`config.mk`:
```
export PLATFORM = sky130hd
export DESIGN_NAME = mem_coalescer
export DESIGN_NICKNAME = d
export VERILOG_FILES = /design/src/rtl/mem_coalescer.sv
export SDC_FILE = /design/constraint.sdc
export NUM_CORES = 2
export LEC_CHECK = 0
export ABC_CLOCK_PERIOD_IN_PS = 32700
export CORE_AREA = 2 2 441 443
export DETAILED_ROUTE_END_ITERATION = 12
export DIE_AREA = 0 0 443 445
export PLACE_DENSITY_LB_ADDON = 0.3
export SLEW_MARGIN = 20
export SYNTH_ARGS = -nofsm -noshare
export SYNTH_HDL_FRONTEND = slang
export SYNTH_SLANG_ARGS = --single-unit
```
`constraint.sdc`:
```
create_clock -name clk -period 32.7 [get_ports clk]
set_clock_uncertainty 0.2 [all_clocks]
set_input_delay 9.81 -clock clk [delete_from_list [all_inputs] [get_ports clk]]
set_output_delay 9.81 -clock clk [all_outputs]
set_load 0.005 [all_outputs]
```
`src/rtl/mem_coalescer.sv`:
```
module mem_coalescer #(
  parameter int LANES  = 32,
  parameter int ADDR_W = 32
) (
  input  logic                    clk,
  input  logic                    rst_n,
  input  logic                    in_valid,
  output logic                    in_ready,
  input  logic [1:0]              in_mode,
  input  logic [LANES-1:0]        in_active,
  input  logic [LANES*ADDR_W-1:0] in_addr,
  output logic                    out_valid,
  input  logic                    out_ready,
  output logic [ADDR_W-1:0]       out_base,
  output logic [1:0]              out_size,
  output logic [LANES-1:0]        out_mask
);

  localparam int HALF = LANES / 2;
  localparam int IW   = (LANES > 1) ? $clog2(LANES) : 1;
  localparam logic [LANES-1:0] LOW_HALF = {{(LANES-HALF){1'b0}}, {HALF{1'b1}}};

  logic [ADDR_W-1:0] addr_q [LANES];
  logic [LANES-1:0]  pend_q;
  logic [1:0]        mode_q;

  logic [IW-1:0]     lead;
  logic [ADDR_W-1:0] lead_addr;
  logic [LANES-1:0]  coll;
  logic              fits64, fits32;
  logic [LANES-1:0]  grp_mask;
  logic              accept, handoff;

  assign grp_mask  = (in_mode == 2'd0) ? LOW_HALF : '1;
  assign in_ready  = (pend_q == '0);
  assign out_valid = (pend_q != '0);
  assign accept    = in_valid && in_ready;
  assign handoff   = out_valid && out_ready;

  always_ff @(posedge clk or negedge rst_n) begin
    if (!rst_n) begin
      pend_q <= '0;
      mode_q <= 2'd0;
    end else if (accept) begin
      pend_q <= in_active & grp_mask;
      mode_q <= in_mode;
    end else if (handoff) begin
      pend_q <= pend_q & ~out_mask;
    end
  end

  always_ff @(posedge clk) begin
    if (accept) begin
      for (int i = 0; i < LANES; i++) addr_q[i] <= in_addr[i*ADDR_W +: ADDR_W];
    end
  end

  always_comb begin
    lead = '0;
    for (int i = LANES - 1; i >= 0; i--) begin
      if (pend_q[i]) lead = IW'(i);
    end
  end

  assign lead_addr = addr_q[lead];

  always_comb begin
    for (int i = 0; i < LANES; i++) begin
      if (mode_q[1])
        coll[i] = pend_q[i] && (addr_q[i][ADDR_W-1:5] == lead_addr[ADDR_W-1:5]);
      else
        coll[i] = pend_q[i] && (addr_q[i][ADDR_W-1:7] == lead_addr[ADDR_W-1:7]);
    end
  end

  always_comb begin
    fits64 = 1'b1;
    fits32 = 1'b1;
    for (int i = 0; i < LANES; i++) begin
      if (coll[i] && (addr_q[i][6] != lead_addr[6])) fits64 = 1'b0;
      if (coll[i] && (addr_q[i][5] != lead_addr[5])) fits32 = 1'b0;
    end
  end

  always_comb begin
    if (mode_q[1])             out_size = 2'd0;
    else if (mode_q[0])        out_size = 2'd2;
    else if (fits64 && fits32) out_size = 2'd0;
    else if (fits64)           out_size = 2'd1;
    else                       out_size = 2'd2;
  end

  assign out_base = lead_addr & ~((ADDR_W'(1) << (5 + out_size)) - ADDR_W'(1));
  assign out_mask = coll;

  a_r8_hold_offer: assert property (@(posedge clk) disable iff (!rst_n)
    out_valid && !out_ready |=> out_valid && $stable(out_base) && $stable(out_size) && $stable(out_mask));

  a_r5_base_aligned: assert property (@(posedge clk) disable iff (!rst_n)
    out_valid |-> out_base[4:0] == 5'd0 && out_size != 2'd3 &&
                  (out_size == 2'd0 || !out_base[5]) && (out_size != 2'd2 || !out_base[6]));

  a_r2_upper_idle: assert property (@(posedge clk) disable iff (!rst_n)
    out_valid && mode_q == 2'd0 |-> (out_mask & ~LOW_HALF) == '0);

  a_r6_fixed_large: assert property (@(posedge clk) disable iff (!rst_n)
    out_valid && mode_q == 2'd1 |-> out_size == 2'd2);

  a_r7_fixed_small: assert property (@(posedge clk) disable iff (!rst_n)
    out_valid && mode_q[1] |-> out_size == 2'd0);

  a_r3_mask_subset: assert property (@(posedge clk) disable iff (!rst_n)
    out_valid |-> out_mask != '0 && (out_mask & ~pend_q) == '0);

  a_r9_lanes_cleared: assert property (@(posedge clk) disable iff (!rst_n)
    handoff |=> (pend_q & $past(out_mask)) == '0);

  a_r10_empty_release: assert property (@(posedge clk) disable iff (!rst_n)
    accept && (in_active & grp_mask) == '0 |=> in_ready && !out_valid);

endmodule

```
### Word-level counts from Yosys, hierarchy flattened

Memory sizes are Yosys's and may differ from the RTL's.
Cells that the tools add are included.

| storage, ports and cells | value |
|---|---|
| flip-flop bits (word level) | 34 |
| RAM bits | 1024 |
| input port bits | 1062 |
| output and inout port bits | 68 |
| logic and storage cells | 411 |
| memories | 1 |

| cells by class | value |
|---|---|
| add/sub/neg operators | 2 |
| eq/ne operators | 128 |
| shifts and indexed selects | 1 |
| multiplexer cells | 137 |
| bitwise gates (word level) | 5 |
| reduce and logical (&&, ||, !) cells | 135 |

Memories:

| memory | depth | width | rd ports | clocked after memory_dff | wr ports | RTL line | RTL |
|---|---|---|---|---|---|---|---|
| addr_q | 32 | 32 | 33 | 0 | 32 | 23 | `logic [ADDR_W-1:0] addr_q [LANES];` |

Operators by type and width:

| operator | number |
|---|---|
| 27-bit equality test | 32 |
| 25-bit equality test | 32 |
| 5-bit 2-to-1 mux | 32 |
| 1-bit logical AND | 131 |
| 1-bit 2-to-1 mux | 98 |
| 32-bit bitwise AND | 3 |
| 32-bit 2-to-1 mux | 3 |
| 1-bit != test | 64 |
| 32-bit inverter | 2 |
| 32-bit zero test | 1 |
| 32-bit nonzero test | 1 |
| 1-bit by 4-bit << shifter with 32-bit output (first input constant) | 1 |
| 32-bit by 1-bit subtractor with 32-bit output (second input constant) | 1 |
| 2-bit 2-to-1 mux | 4 |
| 3-bit by 2-bit adder with 4-bit output (first input constant) | 1 |
| 2-bit zero test | 1 |
| 2-bit nonzero test | 1 |

### Logic depth before layout (Yosys ltp)

An unclocked memory read counts as a cell.

| depth | value |
|---|---|
| depth after elaboration | 78 |
| depth in mapped cells | 26 |
| gate-level depth less buffers | 18 |

### Least setup slack after synthesis

Ideal clock, no wire load.

| timing | value |
|---|---|
| path type | input port to flip-flop |
| from | input port in_valid |
| to | register mode_q[1] |
| library setup time | 1.155 ns |
| arrival time | 34.073 ns |
| required time | 31.345 ns |
| setup slack | -2.728 ns |
| stages | 4 |
| buffers on the path | 1 |
| path through | inv_1 > nor2_1 > clkbuf_1 > o21ai_0 |

| between the ends | value |
|---|---|
| cells in the longest elaborated chain, start to end | 1 |

Ends and longest elaborated chain:

| item | RTL line | RTL |
|---|---|---|
| start, declared | 7 | `input logic in_valid,` |
| 1-bit logical AND | 37 | `assign accept = in_valid && in_ready;` |
| via accept | 32 | `logic accept, handoff;` |
| end signal, assigned | 46 | `mode_q <= in_mode;` |
| end, declared | 25 | `logic [1:0] mode_q;` |

The timed path passes the listed nets, and every way through them passes these cells.
A chain may end at the register's enable or synchronous reset.

### Final worst setup path

| timing | value |
|---|---|
| from | register pend_q[11] |
| to | output port out_base[5] |

| between the ends | value |
|---|---|
| cells in the longest elaborated chain, start to end | 58 |
| elaborated cells between the ends (all ways) | 375 |
| classes of those cells | add/sub: 2; eq/ne: 128; shift: 1; mux: 112; bitwise: 2; reduce/logical: 129; memory: 1 |

Ends and longest elaborated chain:

| item | RTL line | RTL |
|---|---|---|
| start, declared | 24 | `logic [LANES-1:0] pend_q;` |
| start signal, assigned | 45 | `pend_q <= in_active & grp_mask;` |
| start signal, assigned | 48 | `pend_q <= pend_q & ~out_mask;` |
| 5-bit 2-to-1 mux (12 in series) | 61 | `if (pend_q[i]) lead = IW'(i);` |
| memory 32 x 32 bit | -- |  |
| 27-bit equality test / 25-bit equality test (equally long branches) | 70, 72 |  |
| 1-bit logical AND, on equally long branches | 70, 72 |  |
| 1-bit 2-to-1 mux | 69 | `if (mode_q[1])` |
| 1-bit logical AND, on equally long branches | 80, 81 |  |
| 1-bit 2-to-1 mux, on equally long branches (32 in series) | 80, 81 |  |
| 2-bit 2-to-1 mux / 1-bit logical AND (equally long branches) | 89, 88 |  |
| 2-bit 2-to-1 mux | 88 | `else if (fits64 && fits32) out_size = 2'd0;` |
| 2-bit 2-to-1 mux | 87 | `else if (mode_q[0]) out_size = 2'd2;` |
| 2-bit 2-to-1 mux | 86 | `if (mode_q[1]) out_size = 2'd0;` |
| 3-bit by 2-bit adder with 4-bit output | 93 | `assign out_base = lead_addr & ~((ADDR_W'(1) << (5 + out_size)) - ADDR_W'(1));` |
| 1-bit by 4-bit << shifter with 32-bit output | 93 |  |
| 32-bit by 1-bit subtractor with 32-bit output | 93 |  |
| 32-bit inverter | 93 |  |
| 32-bit bitwise AND * | 93 |  |
| end, declared | 14 | `output logic [ADDR_W-1:0] out_base,` |

Mark *: on every way between the ends. The rest lies on a longest branch, timed or not.

==> metrics.md <==
| Metric | Value |
|---|---|
| Synth unique cells | 130 |
| Vias in the first global route | ~42000 |
| # DRC | 0 |
| DIE AREA | about 200000 um^2 |
| H-Tree Depth | 3 |
| Crit path DAT | ~12 ns |
| Top cell by count, worst path | buf_4 |
| Final Hold Fails | 0 |
| RSZ-0062 raised after global routing | false |
| Total GRT Usage | about a third |
| Row count | around 160 |
| P per Cell Area | around 44 nW/um^2 |
| Setup crit start kind | flop |
| Vias per cell | about 5.7 |
| I/O Buffers | around 960 |
| DRT Wirelength | around 340 mm |
| Largest net degree at the start of global routing | approximately 160 |
| WL per Instance | ~44 um |
| CTS Buf Count | around 110 |
| GP Congestion | between 1 and 1.5 |
| Synth warnings | 0 |
| Slew Limit Fails | 0 |
| Synth area leaders | edfxtp_1 (52%), xor2_1 (6.6%), xnor2_1 (6.5%) |
| Gr ovfl total | 0 |
| PostCTS Resize Cnt | 0 |
| Root Buffer | clkbuf_16 |
| Starting density of the core | between 20% and 30% |
| Final instance area | between 60000 and 70000 um^2 |
| Area Growth Syn to Fin | 31.6% |
| Worst EP required | 22.69 ns |
| Syn_area_per_cell | 11.9 um^2 |
| Critical path cell sequence | inv_1 > a21oi_1 > o221a_2 > nand2_1 > buf_4 > o21ai_4 > buf_4 > buf_4 > mux2_2 > o21ai_0 > and3_1 > nand2_2 > buf_4 > xnor2_1 > nand4_1 > nor4_1 > nand3_1 > o221ai_1 > o22ai_1 > and4_1 > and2_1 > a211oi_2 > clkdlybuf4s50_1 |
| Final net count | between 6000 and 7000 |
| Dpl hpwl | around 280 mm |
| Reg-to-reg setup timing slack | approximately 23 ns |
| Crit end category | primary output |
| Layout cells sized above 1 | under 10% |
| Crit path kind | flop to primary output |
| Post-synth ARST share | ~3.8% |
| Antenna violations before repair | 30 |
| P_leak | approximately 22 nW |
| Peak VDD IR | ~0.038 mV |
| Max Root-Sink Buffers | 3 |
| Mapped cell area | between 50000 and 60000 um^2 |
| Post-synth EDFFs | ~860 |
| Fill count | about 19000 |
| CTS tree | done |
| First-pass GRT wire length | ~430 mm |
| Crit path time final | approximately 22 ns |
| Worst rel slew slack | between 10% and 20% |
| Die Width | 443 um |
| Setup TNS | 0 ns |
| Worst Max-Slew Pin Slew | roughly 1.3 ns |
| Die Y | between 400 and 500 um |
| Setup Fix Bufs, Post-CTS | 0 |
| Part of the cycle the worst path needs | 66.5% |
| Share of the synthesized area in the top cell type | about half |
| Yosys top cell by area | edfxtp_1 |
| CP max-delay cell | dfrtp_1 |
| Final setup viols | 0 |
| Initial DRC count | around 7100 |
| Cell count after synthesis | 4187 |
| Clk slew on worst S/H paths | about 0.060 ns |
| Seq/Total Area, Yosys | between 50% and 60% |
| Clk Latency, worst-skew pair | around 0.84 ns |
| Most used flip-flop cell after synthesis | edfxtp_1 |
| Worst setup margin | between 10 and 15 ns |
| Peak fanout along the critical path | 45 |
| Status | finished, final reports clean |
| Post-DP Area | about 62000 um^2 |
| Multi-input logic area | 21300 um^2 |
| Number of synthesized register bits | between 800 and 900 |
| Core area | about 190000 um^2 |
| Buf/Inv on CP | 6 |
| MaxCap Viol Count | 0 |
| Fmax | 46.0 MHz |
| TritonRoute pass-1 iters | 7 |
| Power, Total | 2.88 mW |
| Largest stage delay on the critical path | ~0.86 ns |
| Register area | 26800 um^2 |
| CTS sink count | between 800 and 900 |
| Routed Antenna Nets | 0 |
| Delay-heaviest family, CP | simple AND/OR/NAND/NOR gates |
| Hold/Removal Path Class | flop to flop |
| Hold buffers post-CTS | 0 |
| I/O pins | 1130 |
| Via count | about 44000 |
| Dpl ws | 12.30 ns |
[worst reg2reg max path: cells and delay by family, from the launching register on]
kind	cells	cell delay [ns]
simple gates	6	3.25
buf+inv	5	2.15
compound gates	6	2.04
flops	1	0.86
mux	1	0.60
xor+xnor	1	0.42
[final cells by class]
cell class | count | area share (%)
sequential | 898 | 40.7
multi-input combinational | 2939 | 32.3
timing repair buffer | 1092 | 16.2
tap | 2526 | 4.80
clock buffer | 123 | 4.13
clock inverter | 68 | 1.35
inverter | 92 | 0.525
antenna | 7 | 0.0266
[routing by layer]
layer / vias to the layer above / GRT usage, % / routed length (um)
met2: 3230 / 51.1 / 150000
met3: 713 / 7.10 / 30700
met5: - / 0 / 193
li1: 17800 / - / -
met1: 22400 / 42.8 / 135000
met4: 18 / 21.6 / 26300
[registers in the layout, indices dropped and copies added, names as in the netlist]
register  count
addr_q      864
pend_q       32
mode_q        2
[cell usage in the layout (no fill, tap or decap), types with 32 or more instances in the layout]
cell type	synthesis	layout
o22ai_1	50	50
buf_4	56	123
inv_1	90	90
nand2_1	399	390
xnor2_1	372	372
xor2_1	376	376
nor3_1	68	67
dfrtp_1	34	34
nor4_1	104	93
mux2i_1	167	167
clkbuf_16	0	106
nand3_1	145	144
clkdlybuf4s50_1	0	963
nand4_1	106	106
and3_1	84	84
a31oi_1	37	35
nor2_1	91	89
edfxtp_1	864	864
a21oi_1	181	180
a211oi_1	37	37
o21ai_0	69	68
o221ai_1	32	32
[power breakdown]
group	switching (mW)	internal, mW	total [mW]
sequential	0.00292	1.26	1.26
combinational	0.200	0.159	0.359
clock	0.541	0.718	1.26
total	0.745	2.14	2.88
[worst paths after layout]
| kind | from | endpoint | cells after the start |
|---|---|---|---|
| worst max-delay path | pend_q[11] | out_base[5] | 23 |
| worst min-delay path | mode_q[0] | mode_q[0] | 1 |
| min in group asynchronous | rst_n | pend_q[3] | 2 |
| max in group asynchronous | rst_n | pend_q[21] | 2 |
| worst max register to register | pend_q[11] | pend_q[1] | 19 |
| worst min register to register | mode_q[0] | mode_q[0] | 1 |
[synthesized netlist by cell type (13+ instances only)]
cell / n
a2111oi_0: 20
or3_1: 17
clkbuf_1: 59
inv_1: 90
mux2i_1: 167
o211ai_1: 30
and4_1: 26
and2_1: 15
edfxtp_1: 864
a31oi_1: 37
o22ai_1: 50
a22oi_1: 18
nand3_1: 145
o21ai_1: 13
a311oi_1: 21
nor2_1: 91
buf_4: 56
nor4b_1: 15
xor2_1: 376
nor4_1: 104
mux2_2: 30
o2111ai_1: 16
o22a_1: 16
buf_2: 71
nor3_1: 68
dfrtp_1: 34
a21oi_1: 181
nand4_1: 106
buf_6: 67
a22o_1: 24
o21ai_0: 69
and3_1: 84
a211oi_1: 37
a221o_1: 14
a21o_1: 27
xnor2_1: 372
or4_1: 25
o32ai_1: 23
a32oi_1: 15
o221ai_1: 32
nand2_1: 399
[through the flow]
| step | hold slack [ns] | util, % | cells |
|---|---|---|---|
| 2_1_floorplan | 0.281 | - | 4191 |
| 3_3_place_gp | 0.317 | 32.4 | 7546 |
| 3_5_place_dp | 0.334 | 32.4 | 7547 |
| 4_1_cts | 0.354 | 34.3 | 7738 |
| 5_1_grt | 0.367 | 34.3 | 7741 |
| 6_report | 0.368 | 34.3 | 7745 |
[cells by family after synthesis]
logic type | count (synthesis) | synth area share (%)
AOI/OAI and AO/OA | 790 | 11.8
DFF | 898 | 53.6
buffers and inverters | 354 | 4.41
and+or+nand+nor | 1189 | 12.8
xor gates and xnor gates | 748 | 13.1
muxes | 207 | 4.33
other | 1 | 0.00749
(Power assumes the default switching activity.)
